==> config.mk <==
export PLATFORM = sky130hd
export DESIGN_NAME = spi_fcs_master
export DESIGN_NICKNAME = d
export VERILOG_FILES = /design/src/rtl/spi_fcs_pkg.sv /design/src/rtl/spi_fcs_regs.sv /design/src/rtl/spi_fcs_shift.sv /design/src/rtl/spi_fcs_csel.sv /design/src/rtl/spi_fcs_master.sv
export SDC_FILE = /design/constraint.sdc
export NUM_CORES = 1
export LEC_CHECK = 0
export CAP_MARGIN = 15
export CORE_ASPECT_RATIO = 2
export CORE_MARGIN = 2
export CORE_UTILIZATION = 52
export CTS_CLUSTER_DIAMETER = 80
export DETAILED_ROUTE_END_ITERATION = 8
export HOLD_SLACK_MARGIN = 0.03
export PLACE_DENSITY = 0.77
export SLEW_MARGIN = 20
export SYNTH_ARGS = -nofsm -noshare
export SYNTH_HDL_FRONTEND = slang
export SYNTH_SLANG_ARGS = --single-unit
==> constraint.sdc <==
create_clock -name clk -period 3.59 [get_ports clk]
set_clock_uncertainty 0.1 [all_clocks]
set_input_delay 0.5385 -clock clk [delete_from_list [all_inputs] [get_ports clk]]
set_output_delay 0.5385 -clock clk [all_outputs]
set_load 0.1 [all_outputs]
==> src/rtl/spi_fcs_pkg.sv <==
package spi_fcs_pkg;
  localparam int WORD_W = 32;
  localparam int NUM_CS = 4;
  localparam int REG_W  = 14;
  localparam int NB_W   = $clog2(WORD_W) + 1;

  // configuration word fields
  localparam int CFG_LOOP  = 8;
  localparam int CFG_FIRST = 9;
  localparam int CFG_HS    = 10;
  localparam int CFG_UR_EN = 12;
  localparam int CFG_OR_EN = 13;

  // IO-control word fields
  localparam int IOC_NOTRI = 0;
  localparam int IOC_TRICS = 1;
  localparam int IOC_SEL   = 2;
  localparam int IOC_POL   = 4;
  localparam int IOC_AUTO  = 8;
  localparam int IOC_CPOL  = 10;
  localparam int IOC_FORCE = 11;

  typedef enum logic [1:0] {ST_IDLE, ST_LOAD, ST_SHIFT, ST_PUSH} xfer_state_t;

  typedef struct packed {
    logic [NB_W-1:0] nbits;
    logic            in_first;
    logic            loop;
    logic            ur_en;
    logic            or_en;
  } xfer_cfg_t;

  function automatic logic [NB_W-1:0] word_bits(input logic [4:0] field);
    if (field < 5'd3) return NB_W'(4);
    return NB_W'(field) + NB_W'(1);
  endfunction
endpackage

==> src/rtl/spi_fcs_regs.sv <==
module spi_fcs_regs
  import spi_fcs_pkg::*;
(
  input  logic              clk,
  input  logic              rst,
  input  logic              reg_we,
  input  logic              reg_addr,
  input  logic [REG_W-1:0]  reg_wdata,
  output xfer_cfg_t         xcfg,
  output logic              hs_active,
  output logic              cpol,
  output logic [1:0]        cs_sel,
  output logic [NUM_CS-1:0] cs_pol,
  output logic              cs_force,
  output logic              cs_auto,
  output logic              no_tri,
  output logic              tri_cs
);
  logic [4:0] len_q;
  logic       loop_q, first_q, ur_q, or_q;

  always_ff @(posedge clk) begin
    if (rst) begin
      len_q <= '0; loop_q <= 1'b0; first_q <= 1'b0;
      ur_q <= 1'b0; or_q <= 1'b0; hs_active <= 1'b0;
      cpol <= 1'b0; cs_sel <= '0; cs_pol <= '0;
      cs_force <= 1'b0; cs_auto <= 1'b0; no_tri <= 1'b0; tri_cs <= 1'b0;
    end else if (reg_we && !reg_addr) begin
      len_q     <= reg_wdata[4:0];
      loop_q    <= reg_wdata[CFG_LOOP];
      first_q   <= reg_wdata[CFG_FIRST];
      ur_q      <= reg_wdata[CFG_UR_EN];
      or_q      <= reg_wdata[CFG_OR_EN];
      hs_active <= reg_wdata[CFG_HS] & ~reg_wdata[CFG_LOOP];
    end else if (reg_we && reg_addr) begin
      no_tri   <= reg_wdata[IOC_NOTRI];
      tri_cs   <= reg_wdata[IOC_TRICS];
      cs_sel   <= reg_wdata[IOC_SEL +: 2];
      cs_pol   <= reg_wdata[IOC_POL +: NUM_CS];
      cs_auto  <= reg_wdata[IOC_AUTO];
      cpol     <= reg_wdata[IOC_CPOL];
      cs_force <= reg_wdata[IOC_FORCE];
    end
  end

  assign xcfg.nbits    = word_bits(len_q);
  assign xcfg.in_first = first_q;
  assign xcfg.loop     = loop_q;
  assign xcfg.ur_en    = ur_q;
  assign xcfg.or_en    = or_q;

  AST_HS_NEEDS_NOLOOP: assert property (@(posedge clk) disable iff (rst)
    hs_active |-> !xcfg.loop);
endmodule

==> src/rtl/spi_fcs_shift.sv <==
module spi_fcs_shift
  import spi_fcs_pkg::*;
#(
  parameter int CNT_W = 16
) (
  input  logic              clk,
  input  logic              rst,
  input  logic              start,
  input  logic [CNT_W-1:0]  word_max,
  input  logic              half_tick,
  input  xfer_cfg_t         xcfg,
  input  logic              cpol,
  input  logic [WORD_W-1:0] tx_data,
  input  logic              tx_empty,
  output logic              tx_pop,
  output logic [WORD_W-1:0] rx_data,
  output logic              rx_push,
  input  logic              rx_full,
  input  logic              miso,
  output logic              sclk,
  output logic              mosi,
  output logic [1:0]        err_flags,
  output logic              busy,
  output logic              done
);
  xfer_state_t       state;
  xfer_cfg_t         cur;
  logic              cpol_q, lead;
  logic [NB_W-1:0]   bit_cnt;
  logic [CNT_W-1:0]  words_done, word_max_q;
  logic [WORD_W-1:0] tx_sr, rx_sr, aligned;
  logic [WORD_W:0]   wide_mask;
  logic [NB_W-1:0]   pad;
  logic              in_bit, sample_now;
  logic              unused_mask_top;

  assign pad        = NB_W'(WORD_W) - cur.nbits;
  assign aligned    = tx_data << pad;
  assign wide_mask  = ({{WORD_W{1'b0}}, 1'b1} << cur.nbits) - 1'b1;
  assign unused_mask_top = wide_mask[WORD_W];
  assign in_bit     = cur.loop ? mosi : miso;
  assign sample_now = (lead == cur.in_first);
  assign busy       = (state != ST_IDLE);

  always_ff @(posedge clk) begin
    if (rst) begin
      state <= ST_IDLE; cur <= '0; cpol_q <= 1'b0; lead <= 1'b1;
      bit_cnt <= '0; words_done <= '0; word_max_q <= '0;
      tx_sr <= '0; rx_sr <= '0; rx_data <= '0;
      sclk <= 1'b0; mosi <= 1'b0; err_flags <= '0;
      tx_pop <= 1'b0; rx_push <= 1'b0; done <= 1'b0;
    end else begin
      tx_pop  <= 1'b0;
      rx_push <= 1'b0;
      done    <= 1'b0;
      case (state)
        ST_IDLE: begin
          sclk <= cpol;
          if (start) begin
            cur        <= xcfg;
            cpol_q     <= cpol;
            word_max_q <= word_max;
            words_done <= '0;
            err_flags  <= '0;
            state      <= ST_LOAD;
          end
        end
        ST_LOAD: begin
          if (words_done == word_max_q) begin
            state <= ST_IDLE;
            done  <= 1'b1;
          end else if (tx_empty) begin
            if (cur.ur_en) err_flags[0] <= 1'b1;
          end else begin
            tx_pop  <= 1'b1;
            bit_cnt <= '0;
            lead    <= 1'b1;
            state   <= ST_SHIFT;
            if (cur.in_first) begin
              mosi  <= aligned[WORD_W-1];
              tx_sr <= aligned << 1;
            end else begin
              tx_sr <= aligned;
            end
          end
        end
        ST_SHIFT: begin
          if (half_tick) begin
            sclk <= ~sclk;
            lead <= ~lead;
            if (sample_now) begin
              rx_sr <= {rx_sr[WORD_W-2:0], in_bit};
            end else begin
              mosi  <= tx_sr[WORD_W-1];
              tx_sr <= tx_sr << 1;
            end
            if (!lead) begin
              bit_cnt <= bit_cnt + 1'b1;
              if (bit_cnt == cur.nbits - 1'b1) state <= ST_PUSH;
            end
          end
        end
        ST_PUSH: begin
          words_done <= words_done + 1'b1;
          state      <= ST_LOAD;
          if (rx_full) begin
            if (cur.or_en) err_flags[1] <= 1'b1;
          end else begin
            rx_push <= 1'b1;
            rx_data <= rx_sr & wide_mask[WORD_W-1:0];
          end
        end
        default: state <= ST_IDLE;
      endcase
    end
  end

  AST_POP_HAS_DATA: assert property (@(posedge clk) disable iff (rst)
    tx_pop |-> !tx_empty);
  AST_BOUNDARY_CLK_IDLE: assert property (@(posedge clk) disable iff (rst)
    (state == ST_LOAD) |-> (sclk == cpol_q));
  AST_PUSH_NOT_FULL: assert property (@(posedge clk) disable iff (rst)
    rx_push |-> !$past(rx_full));
  AST_COUNT_BOUND: assert property (@(posedge clk) disable iff (rst)
    busy |-> (words_done <= word_max_q));
  AST_DONE_ENDS_BUSY: assert property (@(posedge clk) disable iff (rst)
    done |-> !busy);
endmodule

==> src/rtl/spi_fcs_csel.sv <==
module spi_fcs_csel
  import spi_fcs_pkg::*;
(
  input  logic              clk,
  input  logic              rst,
  input  logic              busy,
  input  logic [1:0]        cs_sel,
  input  logic [NUM_CS-1:0] cs_pol,
  input  logic              cs_force,
  input  logic              cs_auto,
  input  logic              no_tri,
  input  logic              tri_cs,
  output logic [NUM_CS-1:0] cs_line,
  output logic              data_oe,
  output logic              cs_oe
);
  logic [NUM_CS-1:0] cs_next;
  logic              assert_sel;

  assign assert_sel = cs_force | (cs_auto & busy);

  for (genvar i = 0; i < NUM_CS; i++) begin : g_line
    assign cs_next[i] = (assert_sel && (cs_sel == 2'(i))) ? cs_pol[i] : ~cs_pol[i];
  end

  always_ff @(posedge clk) begin
    if (rst) begin
      cs_line <= '1;
      data_oe <= 1'b0;
      cs_oe   <= 1'b1;
    end else begin
      cs_line <= cs_next;
      data_oe <= no_tri | busy;
      cs_oe   <= ~tri_cs;
    end
  end

  AST_CS_RELEASED: assert property (@(posedge clk) disable iff (rst)
    (!$past(cs_force) && !$past(cs_auto)) |-> (cs_line == ~$past(cs_pol)));
endmodule

==> src/rtl/spi_fcs_master.sv <==
module spi_fcs_master
  import spi_fcs_pkg::*;
#(
  parameter int CNT_W = 16
) (
  input  logic              clk,
  input  logic              rst,
  input  logic              reg_we,
  input  logic              reg_addr,
  input  logic [REG_W-1:0]  reg_wdata,
  input  logic              start,
  input  logic [CNT_W-1:0]  word_max,
  input  logic              half_tick,
  input  logic [WORD_W-1:0] tx_data,
  input  logic              tx_empty,
  output logic              tx_pop,
  output logic [WORD_W-1:0] rx_data,
  output logic              rx_push,
  input  logic              rx_full,
  input  logic              miso,
  output logic              sclk,
  output logic              mosi,
  output logic [NUM_CS-1:0] cs_line,
  output logic              data_oe,
  output logic              cs_oe,
  output logic              hs_active,
  output logic [1:0]        err_flags,
  output logic              busy,
  output logic              done
);
  xfer_cfg_t         xcfg;
  logic              cpol, cs_force, cs_auto, no_tri, tri_cs;
  logic [1:0]        cs_sel;
  logic [NUM_CS-1:0] cs_pol;

  spi_fcs_regs u_regs (
    .clk(clk), .rst(rst), .reg_we(reg_we), .reg_addr(reg_addr),
    .reg_wdata(reg_wdata), .xcfg(xcfg), .hs_active(hs_active), .cpol(cpol),
    .cs_sel(cs_sel), .cs_pol(cs_pol), .cs_force(cs_force), .cs_auto(cs_auto),
    .no_tri(no_tri), .tri_cs(tri_cs)
  );

  spi_fcs_shift #(.CNT_W(CNT_W)) u_shift (
    .clk(clk), .rst(rst), .start(start), .word_max(word_max),
    .half_tick(half_tick), .xcfg(xcfg), .cpol(cpol),
    .tx_data(tx_data), .tx_empty(tx_empty), .tx_pop(tx_pop),
    .rx_data(rx_data), .rx_push(rx_push), .rx_full(rx_full),
    .miso(miso), .sclk(sclk), .mosi(mosi), .err_flags(err_flags),
    .busy(busy), .done(done)
  );

  spi_fcs_csel u_csel (
    .clk(clk), .rst(rst), .busy(busy), .cs_sel(cs_sel), .cs_pol(cs_pol),
    .cs_force(cs_force), .cs_auto(cs_auto), .no_tri(no_tri), .tri_cs(tri_cs),
    .cs_line(cs_line), .data_oe(data_oe), .cs_oe(cs_oe)
  );
endmodule

# Yosys cells after proc, flatten, opt, wreduce, memory -nomap -nowiden
# Index checks and enable logic that the tools add are counted.
# classes
addsub	6
order_cmp	1
n_eq_ne	22
shifts	2
mux	51
bitwise	17
reduce_logical	30
# ops
op	n
two-way mux 32 bit	5
case mux 32 bit (2 select lines)	1
two-way mux 6 bit	6
bitwise AND 32 bit	1
case mux 16 bit (2 select lines)	1
<< shifter 1 x 6 -> 32 bit (first input constant)	1
<< shifter 32 x 6 -> 32 bit	1
subtractor 32 x 1 -> 32 bit (second input constant)	1
two-way mux 1 bit	23
AND reduction 5 bit	4
adder 16 x 1 -> 16 bit (second input constant)	1
== test 16 bit	1
two-way mux 16 bit	1
inequality test 2 bit (second input constant)	8
two-way mux 2 bit	7
inverter 1 bit	12
case mux 6 bit (2 select lines)	1
case mux 1 bit (2 select lines)	5
AND reduction 2 bit	5
nonzero test 2 bit	5
== test 2 bit (second input constant)	4
inequality test 2 x 1 -> 1 bit (second input constant)	4
case mux 2 bit (4 select lines)	1
AND reduction 4 bit	2
other kinds (18)	28
# totals
register_bits	181
inputBits	71
word_cells	165

# Logic depth before layout (Yosys ltp)
# depth
ltp_word	6
mapped_depth	14

# Modules after synthesis
# Synthesis repeated with hierarchy kept, for this count alone.
# unflattened
hier_cells	1345
area_unflattened_um2	10988.0
# modules_own_cells
mod	instances	cells_per_inst	area_each_um2
spi_fcs_shift	1	1208	9884.5
spi_fcs_regs	1	112	864.6
spi_fcs_csel	1	25	239.0

# Worst setup path after synthesis
# Ideal clock, no wire load.
# synth_path
path_type	register to register
startpoint	register u_shift.cur[4] (netlist name)
endpoint	register u_shift.tx_sr[29]
arrival_time_ns	3.203
required_ns	3.358
slack_ns	0.155
stages_incl_launch_ff	15
synth_period_minus_slack_ns	3.435
path_cell_list	dfxtp_1 > buf_6 > buf_2 > inv_2 > ha_1 > ha_1 > buf_2 > buf_2 > buf_2 > clkinv_1 > a2bb2oi_1 > mux2i_1 > a32o_1 > a222oi_1 > a21oi_1
# synth_between
elab_chain_cells	6
# synth_rtl
item	line	text
start: declaration	spi_fcs_shift.sv:27	xfer_cfg_t cur;
start signal: assignment	spi_fcs_shift.sv:60	cur <= xcfg;
subtractor 6 bit	spi_fcs_shift.sv:37	assign pad = NB_W'(WORD_W) - cur.nbits;
<< shifter 32 x 6 -> 32 bit	spi_fcs_shift.sv:38	assign aligned = tx_data << pad;
two-way mux 32 bit	spi_fcs_shift.sv:79	if (cur.in_first) begin
two-way mux 32 bit	spi_fcs_shift.sv:72	end else if (tx_empty) begin
two-way mux 32 bit	spi_fcs_shift.sv:69	if (words_done == word_max_q) begin
case mux 32 bit (2 select lines)	spi_fcs_shift.sv:56	case (state)
end signal: assignment	spi_fcs_shift.sv:81	tx_sr <= aligned << 1;
end signal: assignment	spi_fcs_shift.sv:83	tx_sr <= aligned;
end signal: assignment	spi_fcs_shift.sv:95	tx_sr <= tx_sr << 1;
end: declaration	spi_fcs_shift.sv:31	logic [WORD_W-1:0] tx_sr, rx_sr, aligned;
# Every way passes these cells. The select of a mux whose other input is x is not followed.
# A chain may end at the register's enable or synchronous reset.

# Final worst setup path
# layout_path
startpoint	register u_shift.cur[5] (netlist name)
endpoint	register u_shift.tx_sr[30]
# The elaborated chain is that of the path after synthesis.

==> flow_metrics.tcl <==
set metrics [dict create \
    status "finished, final reports clean" \
    clock-sinks 181 \
    wire_per_inst_um 19.7 \
    final_common_cell "nand2_1" \
    hold_depth 1 \
    diodes 0 \
    hold_viol 0 \
    cts_tree "done" \
    swShare_pct 37.0 \
    port_buffers 117 \
    fp.dieW_um 105 \
    post-place-cells 1641 \
    drive_gt1_share_pct 10.2 \
    fin_util_pct 62.5 \
    slew_violations 0 \
    path_clk_slew_ns 0.08 \
    worst_setup_path_start_kind "flop" \
    maxCapViolCount 0 \
    clockPowerShare_pct 29.5 \
    wl_um 33000 \
    rsz0062_at_grt "no" \
    post-route-period-util_pct 94.6 \
    cts_root_buf "clkbuf_16" \
    synth_cells 1312 \
    min_from "u_regs.tri_cs" \
    synth_area_per_cell_um2 8.13 \
    grt_pass1_wl_um 52300 \
    dr.pass1.iters 6 \
    crit_arrival_ns 3.61 \
    path_max_fanout 23 \
    slew_headroom_pct 29.5 \
    endpoint_kind "flop" \
    gp_congestion 1.03 \
    critPathRequiredTime_ns 3.81 \
    clk_path_buf_depth 2 \
    clkLatencyLatePin_ns 0.46 \
    ys_seq_area_share_pct 34.0 \
    areaGrowthSynthToFinish_pct 18.9 \
    reg2reg_from "u_shift.cur[5]" \
    synth.distinct_cells 87 \
    core_um2 20300 \
    p_comb_share_pct 34.1 \
    synth_ff_type "dfxtp_1" \
    row_count 74 \
    holdWs_ns 0.291 \
    grt_max_degree 52 \
    synth-async-reset-ratio_pct 0 \
    ctsHoldBuffers 0 \
    ant_nets 0 \
    period_minus_slack_ns 3.40 \
    cts_inserted_buffers 17 \
    finalNonFillerCells 1673 \
    power_leakage_nw 4.45 \
    num-fill-cells 1754 \
    hold_end "u_csel.cs_oe" \
    htree_levels 4 \
    synth_edf_count 0 \
    die_h_um 207 \
    synthesis.nets 1399 \
    dp_hpwl_um 25000 \
    antenna_found_initial 0 \
    ir_worst_vdd_mv 0.402 \
    ctsResizeCount 0 \
    hold_path_class "flop to flop" \
    p_switching_mw 2.28 \
    fmax_mhz 294 \
    nets 1481 \
    tightest_slew_ns 1.05 \
    rrSetupSlack_ns 0.19 \
    internal-power_mw 3.88 \
    vias 10412 \
    r2r_end "u_shift.tx_sr[30]" \
    final_cell_mix "nand2_1, dfxtp_1, a21oi_1" \
    cts_setup_buffers 0 \
    setup_viol 0 \
    vias_per_cell 6.22 \
    yosys_warnings 0 \
    ys_ff_latch 181 \
    path_class "flop to flop" \
    boundaryPins 118 \
    drc 0 \
    timing.setup.tns_ns 0 \
    p_total_mw 6.16 \
    grt_pass1_vias 10171 \
    initial_utilization_pct 52.6 \
    p_per_area_nw_per_um2 486 \
    pwr-share-seq_pct 36.4 \
    synth_area_um2 10700 \
    die-area_um2 21700 \
    reg2reg_depth 9 \
    drtIter0Drc 732 \
    track_usage_pct 30.7 \
    overflow 0 \
]
==> sequential cells by signal, indices dropped and copies added (netlist names), 4 cells and up <==
register            flops
u_shift.cur            10
u_shift.word_max_q     16
u_regs.cs_pol           4
u_shift.words_done     16
u_shift.rx_data        32
u_shift.tx_sr          32
u_csel.cs_line          4
u_regs.len_q            5
u_shift.bit_cnt         6
u_shift.rx_sr          32
==> worst max-delay path, stage by stage, from the launching register on <==
cell and delay (ns):
dfxtp_1 0.46, inv_1 0.13, ha_2 0.39, buf_12 0.20, mux4_2 0.55, mux2_2 0.31
o32ai_1 0.31, o32ai_1 0.33, a222oi_1 0.35, a21oi_1 0.11
==> worst max path at each step <==
stage | startpoint | to | slack (ns) | cells past startpoint
after global placement | u_shift.cur[5] | u_shift.tx_sr[30] | 0.36 | 9
after CTS | u_shift.cur[5] | u_shift.tx_sr[30] | 0.27 | 9
after floorplan | u_shift.cur[4] | u_shift.tx_sr[29] | 0.15 | 14
final | u_shift.cur[5] | u_shift.tx_sr[30] | 0.19 | 9
after detailed placement | u_shift.cur[5] | u_shift.tx_sr[30] | 0.30 | 9
after global routing | u_shift.cur[5] | u_shift.tx_sr[30] | 0.08 | 10
==> area by class of cell <==
type | instances | area, um2 | area share (%)
Tap cell | 266 | 333 | 2.62
Sequential cell | 181 | 3620 | 28.6
Clock buffer | 18 | 439 | 3.46
Timing Repair Buffer | 167 | 1570 | 12.4
Clock inverter | 14 | 138 | 1.09
Inverter | 23 | 86.3 | 0.681
Multi-Input combinational cell | 1004 | 6490 | 51.2
==> metal layers <==
metal | vias to the layer above | part of all wire (%) | global-route usage (%)
met5 | - | 0 | 0
met4 | 0 | 5.7 | 18.9
met3 | 117 | 3.5 | 4.60
met2 | 353 | 55 | 58.9
met1 | 5005 | 36 | 30.4
li1 | 4937 | - | -
==> power groups by stage <==
stage	Sequential, mW	Combinational [mW]	Clock [mW]
finish	2.24	2.10	1.82
global route	2.25	2.26	1.93
CTS	2.24	2.06	1.85
detailed placement	2.28	2.05	0
global placement	2.28	2.05	0
floorplan	2.31	1.42	0
==> cell families (layout without fill, tap and decap cells) <==
| kind of cell | Yosys count | count (layout) | share of synthesized area [%] |
|---|---|---|---|
| AO/OA/AOI/OAI | 366 | 366 | 23.1 |
| XOR/XNOR | 49 | 49 | 4.03 |
| adder cells (fa/ha/maj) | 16 | 16 | 1.88 |
| buffers and inverters | 127 | 222 | 5.12 |
| flip-flops | 181 | 181 | 34.0 |
| multiplexers | 81 | 81 | 10.6 |
| AND/OR/NAND/NOR | 492 | 492 | 21.3 |
==> cells in the mapped netlist (5+ instances only) <==
master	instances	share of area [%]
clkbuf_1	63	2.2
a211oi_1	13	0.92
o31a_1	5	0.41
buf_4	5	0.35
o32ai_1	6	0.49
a211o_1	9	0.74
a311oi_1	7	0.58
o21a_1	6	0.42
o31ai_1	6	0.42
a32oi_1	6	0.49
mux2_2	14	1.5
o22ai_1	8	0.47
a21oi_1	129	6.1
mux2i_1	43	4.0
buf_1	16	0.56
o21ai_0	49	2.3
nor2_1	64	2.3
nand4_1	14	0.82
a32o_1	10	0.94
nand3b_1	5	0.35
nor4_1	14	0.82
xor2_1	34	2.8
o21ai_1	10	0.47
inv_1	19	0.67
or3_1	14	0.82
nand2b_1	12	0.70
nor2b_1	11	0.65
a31oi_1	17	1.0
nand3_1	39	1.8
a22oi_1	7	0.49
dfxtp_1	181	34
and3_1	8	0.47
ha_1	16	1.9
a222oi_1	8	0.75
buf_2	16	0.75
xnor2_1	15	1.2
nor3_1	20	0.94
and2_1	14	0.82
o211ai_1	17	1.2
mux4_2	24	5.1
nand2_1	252	8.9
==> per-stage QoR <==
step / cell area, um2 / setup WS (ns)
after floorplan: 10700 / 0.155
after global placement: 12100 / 0.359
after detailed placement: 12100 / 0.299
after CTS: 12700 / 0.271
after global routing: 12700 / 0.0765
final: 12700 / 0.193
(Power assumes the default switching activity.)
